`src/rtl/exc_entry_pkg.sv`:
```
package exc_entry_pkg;
  localparam int NUM_EXC   = 8;
  localparam int EXC_W     = $clog2(NUM_EXC);
  localparam int SLOT_SH   = 5;  // 32 bytes per vector slot
  localparam int BASE_LSB  = EXC_W + SLOT_SH;
  localparam int IE_W      = 3;
  localparam int IE_GLB    = 0;
  localparam int IE_SAV_N  = 1;
  localparam int IE_SAV_D  = 2;

  typedef enum logic [EXC_W-1:0] {
    EXC_RESET = 3'd0,
    EXC_BRK   = 3'd1,
    EXC_IBUS  = 3'd2,
    EXC_WATCH = 3'd3,
    EXC_DBUS  = 3'd4,
    EXC_DIV0  = 3'd5,
    EXC_IRQ   = 3'd6,
    EXC_SCALL = 3'd7
  } exc_num_e;

  function automatic logic is_debug_class(exc_num_e n);
    return (n == EXC_BRK) || (n == EXC_WATCH);
  endfunction
endpackage

```
`src/rtl/exc_prio_pick.sv`:
```
module exc_prio_pick #(
  parameter int N = 8,
  localparam int IW = $clog2(N)
) (
  input  logic [N-1:0]  pend,
  output logic          any,
  output logic [IW-1:0] idx
);
  always_comb begin
    any = 1'b0;
    idx = '0;
    for (int k = N - 1; k >= 0; k--) begin
      if (pend[k]) begin
        any = 1'b1;
        idx = IW'(k);
      end
    end
  end
endmodule

```
`src/rtl/exc_vector_gen.sv`:
```
module exc_vector_gen import exc_entry_pkg::*; #(
  parameter int PC_W = 32
) (
  input  logic [PC_W-1:0]  norm_base,
  input  logic [PC_W-1:0]  debug_base,
  input  logic             remap,
  input  logic             dbg,
  input  logic [EXC_W-1:0] num,
  output logic [PC_W-1:0]  vec
);
  logic [PC_W-1:0] base_sel;

  always_comb begin
    base_sel = (dbg || remap) ? debug_base : norm_base;
    vec      = {base_sel[PC_W-1:BASE_LSB], num, {SLOT_SH{1'b0}}};
  end
endmodule

```
`src/rtl/exc_entry_ctrl.sv`:
```
module exc_entry_ctrl import exc_entry_pkg::*; #(
  parameter int PC_W = 32
) (
  input  logic                clk,
  input  logic                rst_n,
  input  logic [PC_W-1:0]     cur_pc,
  input  logic [NUM_EXC-1:0]  cause_i,
  input  logic                irq_req,
  input  logic                host_done,
  input  logic [IE_W-1:0]     ie_cur,
  input  logic [PC_W-1:0]     norm_base,
  input  logic [PC_W-1:0]     debug_base,
  input  logic                remap,
  output logic                pc_load,
  output logic [PC_W-1:0]     pc_next,
  output logic                ea_we,
  output logic [PC_W-1:0]     ea_data,
  output logic                ba_we,
  output logic [PC_W-1:0]     ba_data,
  output logic                ie_we,
  output logic [IE_W-1:0]     ie_data
);
  localparam logic [PC_W-1:0] STEP = PC_W'(4);

  logic [NUM_EXC-1:0] pend;
  logic               take;
  logic [EXC_W-1:0]   win_idx;
  exc_num_e           win;
  logic               dbg, host;
  logic [PC_W-1:0]    vec;

  // next-state signals
  logic               pc_load_d, ea_we_d, ba_we_d, ie_we_d;
  logic [PC_W-1:0]    pc_d;
  logic [IE_W-1:0]    ie_d;

  always_comb begin
    pend          = cause_i;
    pend[EXC_RESET] = 1'b0;
    pend[EXC_IRQ] = irq_req & ie_cur[IE_GLB];
  end

  exc_prio_pick #(.N(NUM_EXC)) u_pick (
    .pend (pend),
    .any  (take),
    .idx  (win_idx)
  );

  assign win  = exc_num_e'(win_idx);
  assign dbg  = take && is_debug_class(win);
  assign host = take && (win == EXC_SCALL) && host_done;

  exc_vector_gen #(.PC_W(PC_W)) u_vec (
    .norm_base  (norm_base),
    .debug_base (debug_base),
    .remap      (remap),
    .dbg        (dbg),
    .num        (win_idx),
    .vec        (vec)
  );

  always_comb begin
    pc_load_d = take;
    ea_we_d   = take && !dbg && !host;
    ba_we_d   = dbg;
    ie_we_d   = take && !host;
    pc_d      = host ? (cur_pc + STEP) : vec;
    ie_d      = ie_cur;
    ie_d[IE_GLB] = 1'b0;
    if (dbg) ie_d[IE_SAV_D] = ie_cur[IE_GLB];
    else     ie_d[IE_SAV_N] = ie_cur[IE_GLB];
  end

  always_ff @(posedge clk or negedge rst_n) begin
    if (!rst_n) begin
      pc_load <= 1'b0;
      ea_we   <= 1'b0;
      ba_we   <= 1'b0;
      ie_we   <= 1'b0;
      pc_next <= '0;
      ea_data <= '0;
      ba_data <= '0;
      ie_data <= '0;
    end else begin
      pc_load <= pc_load_d;
      ea_we   <= ea_we_d;
      ba_we   <= ba_we_d;
      ie_we   <= ie_we_d;
      if (pc_load_d) pc_next <= pc_d;
      if (ea_we_d)   ea_data <= cur_pc;
      if (ba_we_d)   ba_data <= cur_pc;
      if (ie_we_d)   ie_data <= ie_d;
    end
  end

  // assertions
  AST_ONE_LINK: assert property (@(posedge clk) disable iff (!rst_n)
    !(ea_we && ba_we));
  AST_GLB_CLEARED: assert property (@(posedge clk) disable iff (!rst_n)
    ie_we |-> !ie_data[IE_GLB]);
  AST_VEC_SLOT: assert property (@(posedge clk) disable iff (!rst_n)
    (pc_load && ie_we) |-> (pc_next[SLOT_SH-1:0] == '0));
  AST_IRQ_MASKED: assert property (@(posedge clk) disable iff (!rst_n)
    (((cause_i & 8'hBE) == '0) && !ie_cur[IE_GLB]) |=> !pc_load);
  AST_HOST_NO_WRITE: assert property (@(posedge clk) disable iff (!rst_n)
    (pc_load && !ie_we) |-> (!ea_we && !ba_we));
  AST_IDLE: assert property (@(posedge clk) disable iff (!rst_n)
    (((cause_i & 8'hBE) == '0) && !irq_req) |=> (!pc_load && !ie_we));
endmodule

```
`config.mk`:
```
export PLATFORM = sky130hd
export DESIGN_NAME = exc_entry_ctrl
export DESIGN_NICKNAME = d
export VERILOG_FILES = /design/src/rtl/exc_entry_pkg.sv /design/src/rtl/exc_prio_pick.sv /design/src/rtl/exc_vector_gen.sv /design/src/rtl/exc_entry_ctrl.sv
export SDC_FILE = /design/constraint.sdc
export NUM_CORES = 1
export LEC_CHECK = 0
export ABC_AREA = 0
export BUFFER_PORTS_ARGS = -buffer_cell sky130_fd_sc_hd__buf_2
export CAP_MARGIN = 20
export CORE_UTILIZATION = 48
export CTS_BUF_LIST = sky130_fd_sc_hd__clkbuf_16
export CTS_CLUSTER_SIZE = 25
export DETAILED_ROUTE_END_ITERATION = 12
export PLACE_DENSITY = 0.8
export SLEW_MARGIN = 30
export SYNTH_ARGS = -nofsm -noshare
export SYNTH_HDL_FRONTEND = slang
export SYNTH_SLANG_ARGS = --single-unit
```
`constraint.sdc`:
```
create_clock -name clk -period 0.9 [get_ports clk]
set_clock_uncertainty 0.05 [all_clocks]
set_input_delay 0.135 -clock clk [delete_from_list [all_inputs] [get_ports clk]]
set_output_delay 0.135 -clock clk [all_outputs]
set_load 0.05 [all_outputs]
```
# After elaboration in Yosys (flattened, before gate mapping)
# Cells that the tools add are included.
[totals] register_bits=102 input_bits=112 output_inout_bits=103
[classes] n_reduce_logical=10 bitwise_logic=1 mux=18 addsub=1 n_eq_ne=3
[ops] operator="32-bit two-way mux" count=2
[ops] operator="32-bit by 3-bit adder with 32-bit output, second input constant" count=1
[ops] operator="3-bit two-way mux" count=7
[ops] operator="1-bit two-way mux" count=9
[ops] operator="1-bit logical AND" count=6
[ops] operator="3-bit by 1-bit == test with 1-bit output, second input constant" count=1
[ops] operator="3-bit by 2-bit == test with 1-bit output, second input constant" count=1
[ops] operator="3-bit == test, second input constant" count=1
[ops] operator="1-bit zero test" count=2
[ops] operator="1-bit logical OR" count=2
[ops] operator="1-bit bitwise AND" count=1

# Depth between registers and ports, before layout
# Gate-level depths: netlist of run 1.
[depth] word_depth=13 ltp_mapped=7

# By module
# From an unflattened synthesis of run 1, not the netlist that was laid out.
[hier_totals] hier_cells=440 hier_area_um2=5043.6
[modules_own_cells] mod="exc_entry_ctrl" instances=1 seq_area_each_um2=2552.4 cells_per_inst=391 area_each_um2=4591.9
[modules_own_cells] mod="exc_vector_gen" instances=1 seq_area_each_um2=0.0 cells_per_inst=36 area_each_um2=371.6
[modules_own_cells] mod="exc_prio_pick" instances=1 seq_area_each_um2=0.0 cells_per_inst=13 area_each_um2=80.1

# Worst setup path before layout of run 1
# OpenSTA, ideal clock, no wires.
[synth_timing] path_kind="in2reg" start="input cause_i[2]" end="register ea_data[0]" t_required_ns=0.725 path_slack_ns=-0.747 n_path_buf=2 cell_stages=7 arrival_ns=1.472 cell_sequence="or3_4 > nor2_4 > o21ai_2 > and2_1 > buf_6 > buf_6 > mux2_4"
[synth_between] elab_chain_len=8 elab_cells_between_ends=15
[synth_rtl] element="from (decl)" line_no="exc_entry_ctrl.sv:7" text="input logic [NUM_EXC-1:0] cause_i,"
[synth_rtl] element="3-bit two-way mux (2 in a row)" line_no="exc_prio_pick.sv:13" text="if (pend[k]) begin"
[synth_rtl] element="3-bit by 1-bit == test with 1-bit output / 3-bit by 2-bit == test with 1-bit output (equally long branches)" line_no="exc_entry_pkg.sv:23" text="return (n == EXC_BRK) || (n == EXC_WATCH);"
[synth_rtl] element="1-bit logical OR" line_no="exc_entry_pkg.sv:23"
[synth_rtl] element="1-bit logical AND" line_no="exc_entry_ctrl.sv:50" text="assign dbg = take && is_debug_class(win);"
[synth_rtl] element="1-bit zero test" line_no="exc_entry_ctrl.sv:64" text="ea_we_d = take && !dbg && !host;"
[synth_rtl] element="1-bit logical AND" line_no="exc_entry_ctrl.sv:64"
[synth_rtl] element="1-bit logical AND (*)" line_no="exc_entry_ctrl.sv:64"
[synth_rtl] element="to (signal assigned)" line_no="exc_entry_ctrl.sv:90" text="if (ea_we_d) ea_data <= cur_pc;"
[synth_rtl] element="to (decl)" line_no="exc_entry_ctrl.sv:17" text="output logic [PC_W-1:0] ea_data,"
# Every way passes the cells marked *; elsewhere a longest branch is shown, timed or not.
# A chain may end at the register's enable or synchronous reset.

# Worst setup path in the final report of run 1
[layout_timing] start="input cur_pc[9]" end="register pc_next[17]"
[layout_between] elab_chain_len=2
[layout_rtl] element="from (decl)" line_no="exc_entry_ctrl.sv:6" text="input logic [PC_W-1:0] cur_pc,"
[layout_rtl] element="32-bit by 3-bit adder with 32-bit output" line_no="exc_entry_ctrl.sv:67" text="pc_d = host ? (cur_pc + STEP) : vec;"
[layout_rtl] element="32-bit two-way mux" line_no="exc_entry_ctrl.sv:67"
[layout_rtl] element="to (signal assigned)" line_no="exc_entry_ctrl.sv:89" text="if (pc_load_d) pc_next <= pc_d;"
[layout_rtl] element="to (decl)" line_no="exc_entry_ctrl.sv:15" text="output logic [PC_W-1:0] pc_next,"
# No other way between the ends.

==> results.sh, run 1 <==
export IMPL_synth_cell_area_um2=5020
export IMPL_wl_per_cell_um=30.40
export IMPL_hold_viol_final=0
export IMPL_crit_top_cell="buf_4"
export IMPL_synth_avg_cell_area_um2=11.59
export IMPL_synth_cells=433
export IMPL_postPlaceCellArea_um2=6870
export IMPL_reg2regPathDepth=3
export IMPL_crit_slowest_cell="nor4_1"
export IMPL_multiInputGateArea_um2=2840
export IMPL_synth_xor_area_share_pct=3.490
export IMPL_routed_via_density=6.647
export IMPL_clk_pin_slew_ps=80
export IMPL_dp_cells=826
export IMPL_critPathMaxFanout=4
export IMPL_initial_core_util_pct=50.43
export IMPL_firstDrtPassIters=5
export IMPL_ys_types=45
export IMPL_r2r_start="ba_data[26]$_DFFE_PN0P_"
export IMPL_synth_top_area_share_pct=50.85
export IMPL_r2r_slack_ps=-210
export IMPL_syn_num_nets=546
export IMPL_cts_made_buffers=9
export IMPL_min_period_ps=1551
export IMPL_relSlewSlack_pct=53.42
export IMPL_tritoncts="yes"
export IMPL_drive_gt1_share_pct=67.70
export IMPL_portBuffers=195
export IMPL_min_delay_worst_endpoint="ea_data[0]$_DFFE_PN0P_"
export IMPL_synth_seq_cells=102
export IMPL_holdPathStages=2
export IMPL_grt_pass1_wl_um=32800
export IMPL_clk_path_buf_depth=2
export IMPL_root_buffer="clkbuf_16"
export IMPL_fin_area_um2=9473
export IMPL_fp_dieH_um=104.3
export IMPL_outcome="finished with violations"
export IMPL_hold_path_class="primary input to flip-flop"
export IMPL_yosys_warnings=0
export IMPL_vias=6242
export IMPL_drtIter0Drc=712
export IMPL_critPathBufInv=3
export IMPL_cp_required_ps=1110
export IMPL_finish_utilization_pct=95.16
export IMPL_crit_family="simple AND/OR/NAND/NOR gates"
export IMPL_synth_fa_ha_area_share_pct=0.2493
export IMPL_fmax_ghz=0.6449
export IMPL_power_per_cell_area_nw_per_um2=1624
export IMPL_wirelength_um=28550
export IMPL_rr_endpoint="ba_data[26]$_DFFE_PN0P_"
export IMPL_fin_crit_sh_pct=172.3
export IMPL_grt_overflow=0
export IMPL_die_w_um=104.3
export IMPL_synth_compound_area_share_pct=10.19
export IMPL_ff_latch_area_um2=2564
export IMPL_cts_sinks=102
export IMPL_start_kind="primary input"
export IMPL_antenna_found_initial=1
export IMPL_path_class="primary input to flip-flop"
export IMPL_drtAntennaViolNets=0
export IMPL_fill_cells=234
export IMPL_yosys_area_share_simple_pct=13.21
export IMPL_stdcell_count=939
export IMPL_violations="setup timing"
export IMPL_first_global_vias=5745
export IMPL_setup_viol=204
export IMPL_worst_slew_pin_slew_ps=693.7
export IMPL_grt_max_degree=55
export IMPL_worstPathArrival_ps=1760
export IMPL_io_pins=215
export IMPL_hold_start="cur_pc[0]"
export IMPL_finalWeightedCongestion=0.8476
export IMPL_synth_area_leader_cell="dfrtp_1"
export IMPL_crit_chain="buf_2 > buf_4 > nand4_1 > nor4_1 > buf_4 > nand2_1 > xor2_1 > a211oi_1"
export IMPL_finalMaxSlewViolations=0
export IMPL_synth_top_family_by_area="multiplexers"
export IMPL_netlist_top_cells_area="dfrtp_1 51%, mux2_4 8.7%, mux2_2 8.3%, nand2_1 4.1%, a22o_1 2.4%"
export IMPL_rsz0062_at_grt="true"
export IMPL_final_nets=913
export IMPL_synthFlopType="dfrtp_1"
export IMPL_grt_usage_pct=40.02
export IMPL_clk_latency_ps=360
export IMPL_layout_setup_ws_ps=-650.6
export IMPL_vdd_drop_max_mv=1.323
export IMPL_cp_end_kind="flip-flop"
export IMPL_drcViolationCount=0
export IMPL_h_tree_depth=3
export IMPL_cap_violations=0
export IMPL_die_area_um2=10870
export IMPL_synth_mux_area_share_pct=18.57
export IMPL_rows=36
export IMPL_dp_hpwl_um=11800
export IMPL_critical_path_max_stage_delay_ps=460
export IMPL_synth_edff_count=0
export IMPL_areaGrowthSynthToFinish_pct=88.71
export IMPL_ys_seq_area_share_pct=50.85
export IMPL_core_um2=9955
export IMPL_p_leak_uw=0.004547
export IMPL_async_flop_share_pct=100.0
## logic make-up after synthesis
| group | count (synthesis) |
|---|---|
| xor gates and xnor gates | 20 |
| buffers and inverters | 32 |
| AOI/OAI and AO/OA | 74 |
| adders and majority gates | 1 |
| and+or+nand+nor | 129 |
| DFF | 102 |
| muxes | 74 |
| other | 1 |
## cell usage in the layout (no fill, tap or decap), types with 3 or more instances in the layout
| cell type | count |
|---|---|
| o21ai_2 | 9 |
| a22o_1 | 14 |
| dfrtp_2 | 9 |
| and3_1 | 8 |
| nor2_4 | 7 |
| mux2_4 | 53 |
| nor3_4 | 3 |
| buf_6 | 124 |
| nand2_2 | 5 |
| a31oi_1 | 5 |
| buf_2 | 88 |
| a21oi_1 | 9 |
| nand2_1 | 44 |
| buf_12 | 14 |
| nor4_2 | 3 |
| nand4_1 | 10 |
| buf_16 | 9 |
| buf_4 | 136 |
| mux2_2 | 13 |
| buf_8 | 5 |
| a221oi_2 | 5 |
| a31o_2 | 5 |
| dfrtp_1 | 93 |
| mux2i_1 | 8 |
| xor2_1 | 8 |
| nor3_1 | 8 |
| xnor2_1 | 12 |
| inv_1 | 8 |
| a21oi_4 | 3 |
| o21ai_1 | 4 |
| nand3_2 | 3 |
| a21oi_2 | 3 |
| clkbuf_16 | 13 |
| nand2_4 | 6 |
| a31oi_4 | 4 |
| nor2_1 | 7 |
| nand3_1 | 8 |
## cell usage after synthesis (8+ instances only)
cell,count
mux2i_1,8
and3_1,9
nor3_1,9
dfrtp_1,102
nand3_1,12
xor2_1,8
a31oi_1,11
a22o_1,14
mux2_4,29
nor2_1,15
mux2_2,37
a21oi_1,15
o21ai_0,14
nand4_1,10
clkbuf_1,9
xnor2_1,12
nand2_1,55
## what timing repair did
item	CTS	global route
setup buffers	49	33
resized for setup	298	75
hold buffers	2	0
pin swaps	13	30
endpoints found under the setup margin	201	204
gates cloned	9	5
endpoints found under the hold margin	103	0
## flip-flops by register name, summed over array words and instances, names as in the netlist
signal / cells
ea_data: 32
pc_next: 32
ba_we: 1
ie_data: 2
pc_load: 1
ie_we: 1
ba_data: 32
ea_we: 1
## layer usage
metal	global-route usage, %	wire [um]
met5	0	0
met4	26.02	2957
met1	46.80	8945
met3	8.333	3623
met2	66.65	13020
## stage by stage
| stage | setup TNS, ps | total power [uW] | hold slack, ps | setup slack (ps) |
|---|---|---|---|---|
| floorplan | -46030 | 8010 | -210.6 | -704.6 |
| global placement | -66840 | 9302 | 96.15 | -800.3 |
| detailed placement | -70220 | 9410 | 102.7 | -855.4 |
| CTS | -52630 | 14420 | 4.858 | -460.2 |
| global route | -64440 | 15660 | 12.72 | -670.0 |
| finish | -62340 | 15380 | 14.14 | -650.6 |
## cell type report
cell class                 instances  area share [%]
timing repair buffer             382           37.80
multi-input combinational        299           29.98
inverter                           6          0.3698
antenna                            1         0.02642
tap                              133           1.757
sequential                       102           27.06
clock buffer                       9           2.377
clock inverter                     7          0.6208
## worst max-delay path by stage
| stage | from | end | slack, ps | cells past startpoint |
|---|---|---|---|---|
| 2_1_floorplan | cause_i[3] | ea_data[0]$_DFFE_PN0P_ | -700 | 7 |
| 3_3_place_gp | cause_i[3] | ea_data[15]$_DFFE_PN0P_ | -800 | 7 |
| 3_5_place_dp | cause_i[3] | ea_data[7]$_DFFE_PN0P_ | -860 | 7 |
| 4_1_cts | cause_i[1] | ea_data[7]$_DFFE_PN0P_ | -460 | 7 |
| 5_1_grt | cur_pc[9] | pc_next[17]$_DFFE_PN0P_ | -670 | 8 |
| 6_report | cur_pc[9] | pc_next[17]$_DFFE_PN0P_ | -650 | 8 |
## report_power, final
group / total, uW / switching, uW / internal, uW / leakage [uW]
Combinational: 5870 / 3300 / 2560 / 0.00321
Clock: 4010 / 1880 / 2120 / 0.000149
Sequential: 5510 / 456 / 5050 / 0.00119
Power figures use the tool's default switching activity.
==> run 2, diff against run 1 <==
- clock period: 0.9 -> 1.5 ns (I/O delays scaled with it)
==> results.sh, run 2 (synthesized netlist as in run 1, its figures left out) <==
export IMPL_power_per_cell_area_nw_per_um2=1175
export IMPL_fill_cells=739
export IMPL_vdd_drop_max_mv=0.5129
export IMPL_final_nets=803
export IMPL_routed_via_density=5.423
export IMPL_combPwrFrac_pct=28.3
export IMPL_r2r_start="pc_next[8]$_DFFE_PN0P_"
export IMPL_relSlewSlack_pct=63.92
export IMPL_portBuffers=195
export IMPL_cts_made_buffers=9
export IMPL_p_leak_uw=0.003473
export IMPL_grt_pass1_wl_um=23710
export IMPL_fmax_ghz=0.6918
export IMPL_min_period_ps=1446
export IMPL_seq_power_share_pct=37.9
export IMPL_ff_latch_area_um2=2552
export IMPL_grt_usage_pct=27.98
export IMPL_clk_latency_ps=340
export IMPL_cp_end_kind="flip-flop"
export IMPL_worstPathArrival_ps=1680
export IMPL_largestRegisters="ba_data: 32 flops, ea_data: 32 flops, pc_next: 32 flops"
export IMPL_final_cell_mix="194 x buf_2, 102 x dfrtp_1, 66 x buf_4"
export IMPL_die_w_um=104.3
export IMPL_p_sw_uw=2793
export IMPL_p_clk_share_pct=33.7
export IMPL_fin_crit_sh_pct=96.37
export IMPL_critPathLaunch="cause_i[1]"
export IMPL_n_antenna_cell=0
export IMPL_hold_path_class="primary input to flip-flop"
export IMPL_finalMaxSlewViolations=0
export IMPL_wl_per_cell_um=18.06
export IMPL_io_pins=215
export IMPL_stdcell_count=828
export IMPL_die_area_um2=10870
export IMPL_rsz0062_at_grt="true"
export IMPL_grt_max_degree=103
export IMPL_worst_slew_pin_slew_ps=541.2
export IMPL_rows=36
export IMPL_finalWeightedCongestion=0.8543
export IMPL_dp_cells=809
export IMPL_cap_violations=0
export IMPL_setup_viol=0
export IMPL_drive_gt1_share_pct=54.39
export IMPL_hold_viol_final=0
export IMPL_r2r_slack_ps=630
export IMPL_path_class="primary input to flip-flop"
export IMPL_setup_tns_ps=0
export IMPL_tritoncts="yes"
export IMPL_multiInputGateArea_um2=2352
export IMPL_rr_endpoint="pc_next[8]$_DFFE_PN0P_"
export IMPL_initial_core_util_pct=50.43
export IMPL_drcViolationCount=0
export IMPL_clk_path_buf_depth=2
export IMPL_h_tree_depth=3
export IMPL_dp_hpwl_um=11240
export IMPL_layout_commonest_cell="buf_2"
export IMPL_finish_utilization_pct=71.82
export IMPL_fin_area_um2=7149
export IMPL_root_buffer="clkbuf_16"
export IMPL_grt_overflow=0
export IMPL_outcome="finished clean"
export IMPL_wirelength_um=14950
export IMPL_pre_cts_ws_ps=-337.6
export IMPL_endpoint="pc_next[10]$_DFFE_PN0P_"
export IMPL_areaGrowthSynthToFinish_pct=42.42
export IMPL_reg2regPathDepth=2
export IMPL_swShare_pct=33.24
export IMPL_first_global_vias=4567
export IMPL_cts_sinks=102
export IMPL_p_int_uw=5607
export IMPL_cp_required_ps=1730
export IMPL_core_um2=9955
export IMPL_antenna_found_initial=0
export IMPL_postPlaceCellArea_um2=6715
export IMPL_fp_dieH_um=104.3
export IMPL_drtAntennaViolNets=0
export IMPL_layout_setup_ws_ps=54.50
export IMPL_start_kind="primary input"
export IMPL_vias=4490
export IMPL_drtIter0Drc=197
export IMPL_critPathMaxFanout=12
export IMPL_clk_pin_slew_ps=70
export IMPL_firstDrtPassIters=4
## run 2: cell count changes in the layout (fill, tap and decap cells not counted), sizes merged
cell / change
clkinvlp: -1
buf: -106
diode: -1
clkbuf: -3
dlygate4sd3: -1
inv: -2
bufinv: +3
## run 2: metal layers
| metal | share of wire, % | vias up | GRT usage, % |
|---|---|---|---|
| li1 | - | 2083 | - |
| met1 | 43 | 2200 | 36.17 |
| met2 | 49 | 183 | 47.68 |
| met3 | 5.6 | 24 | 4.637 |
| met4 | 1.8 | 0 | 9.184 |
| met5 | 0 | - | 0 |
## run 2: worst min-delay path by stage
stage               startpoint                endpoint  depth (start not counted)
floorplan                rst_n  ba_data[0]$_DFFE_PN0P_                          0
global placement         rst_n  ba_data[0]$_DFFE_PN0P_                          2
detailed placement       rst_n  ba_data[0]$_DFFE_PN0P_                          2
CTS                  cur_pc[1]  pc_next[1]$_DFFE_PN0P_                          2
global route         cur_pc[1]  pc_next[1]$_DFFE_PN0P_                          2
finish               cur_pc[0]  pc_next[0]$_DFFE_PN0P_                          2
## run 2: what timing repair did
action | in CTS | in global routing
hold buffers | 1 | 0
gates resized for setup | 0 | 8
setup endpoints to repair | 0 | 40
setup buffers | 0 | 1
hold endpoints to repair | 102 | 0
## run 2: final cells by class
| type | count | area share (%) |
|---|---|---|
| flip-flops and latches | 102 | 35.70 |
| multi-input cells | 299 | 32.90 |
| repair buffers | 272 | 23.68 |
| clock buffers | 9 | 3.150 |
| well taps | 133 | 2.328 |
| clock inverters | 7 | 1.925 |
| inverters | 6 | 0.3150 |
## run 2: critical path, stage by stage
cell and delay [ps]:
buf_2 100, or3_4 420, nor2_4 140, buf_4 130, nand3_1 100, buf_4 200, a31oi_1 200, a22o_1 150
## run 2: metrics by stage
stage | hold WS (ps) | total power, uW
floorplan | -120.6 | 4786
global placement | 275.0 | 5539
detailed placement | 286.9 | 5593
CTS | 93.17 | 8410
global route | 102.4 | 8679
finish | 99.15 | 8400
## run 2: power by group through the flow
| stage | logic, uW | clock network [uW] | registers (uW) |
|---|---|---|---|
| 2_1_floorplan | 578 | 0 | 4210 |
| 3_3_place_gp | 2320 | 0 | 3220 |
| 3_5_place_dp | 2360 | 0 | 3230 |
| 4_1_cts | 2370 | 2850 | 3190 |
| 5_1_grt | 2490 | 2970 | 3220 |
| 6_report | 2380 | 2830 | 3190 |
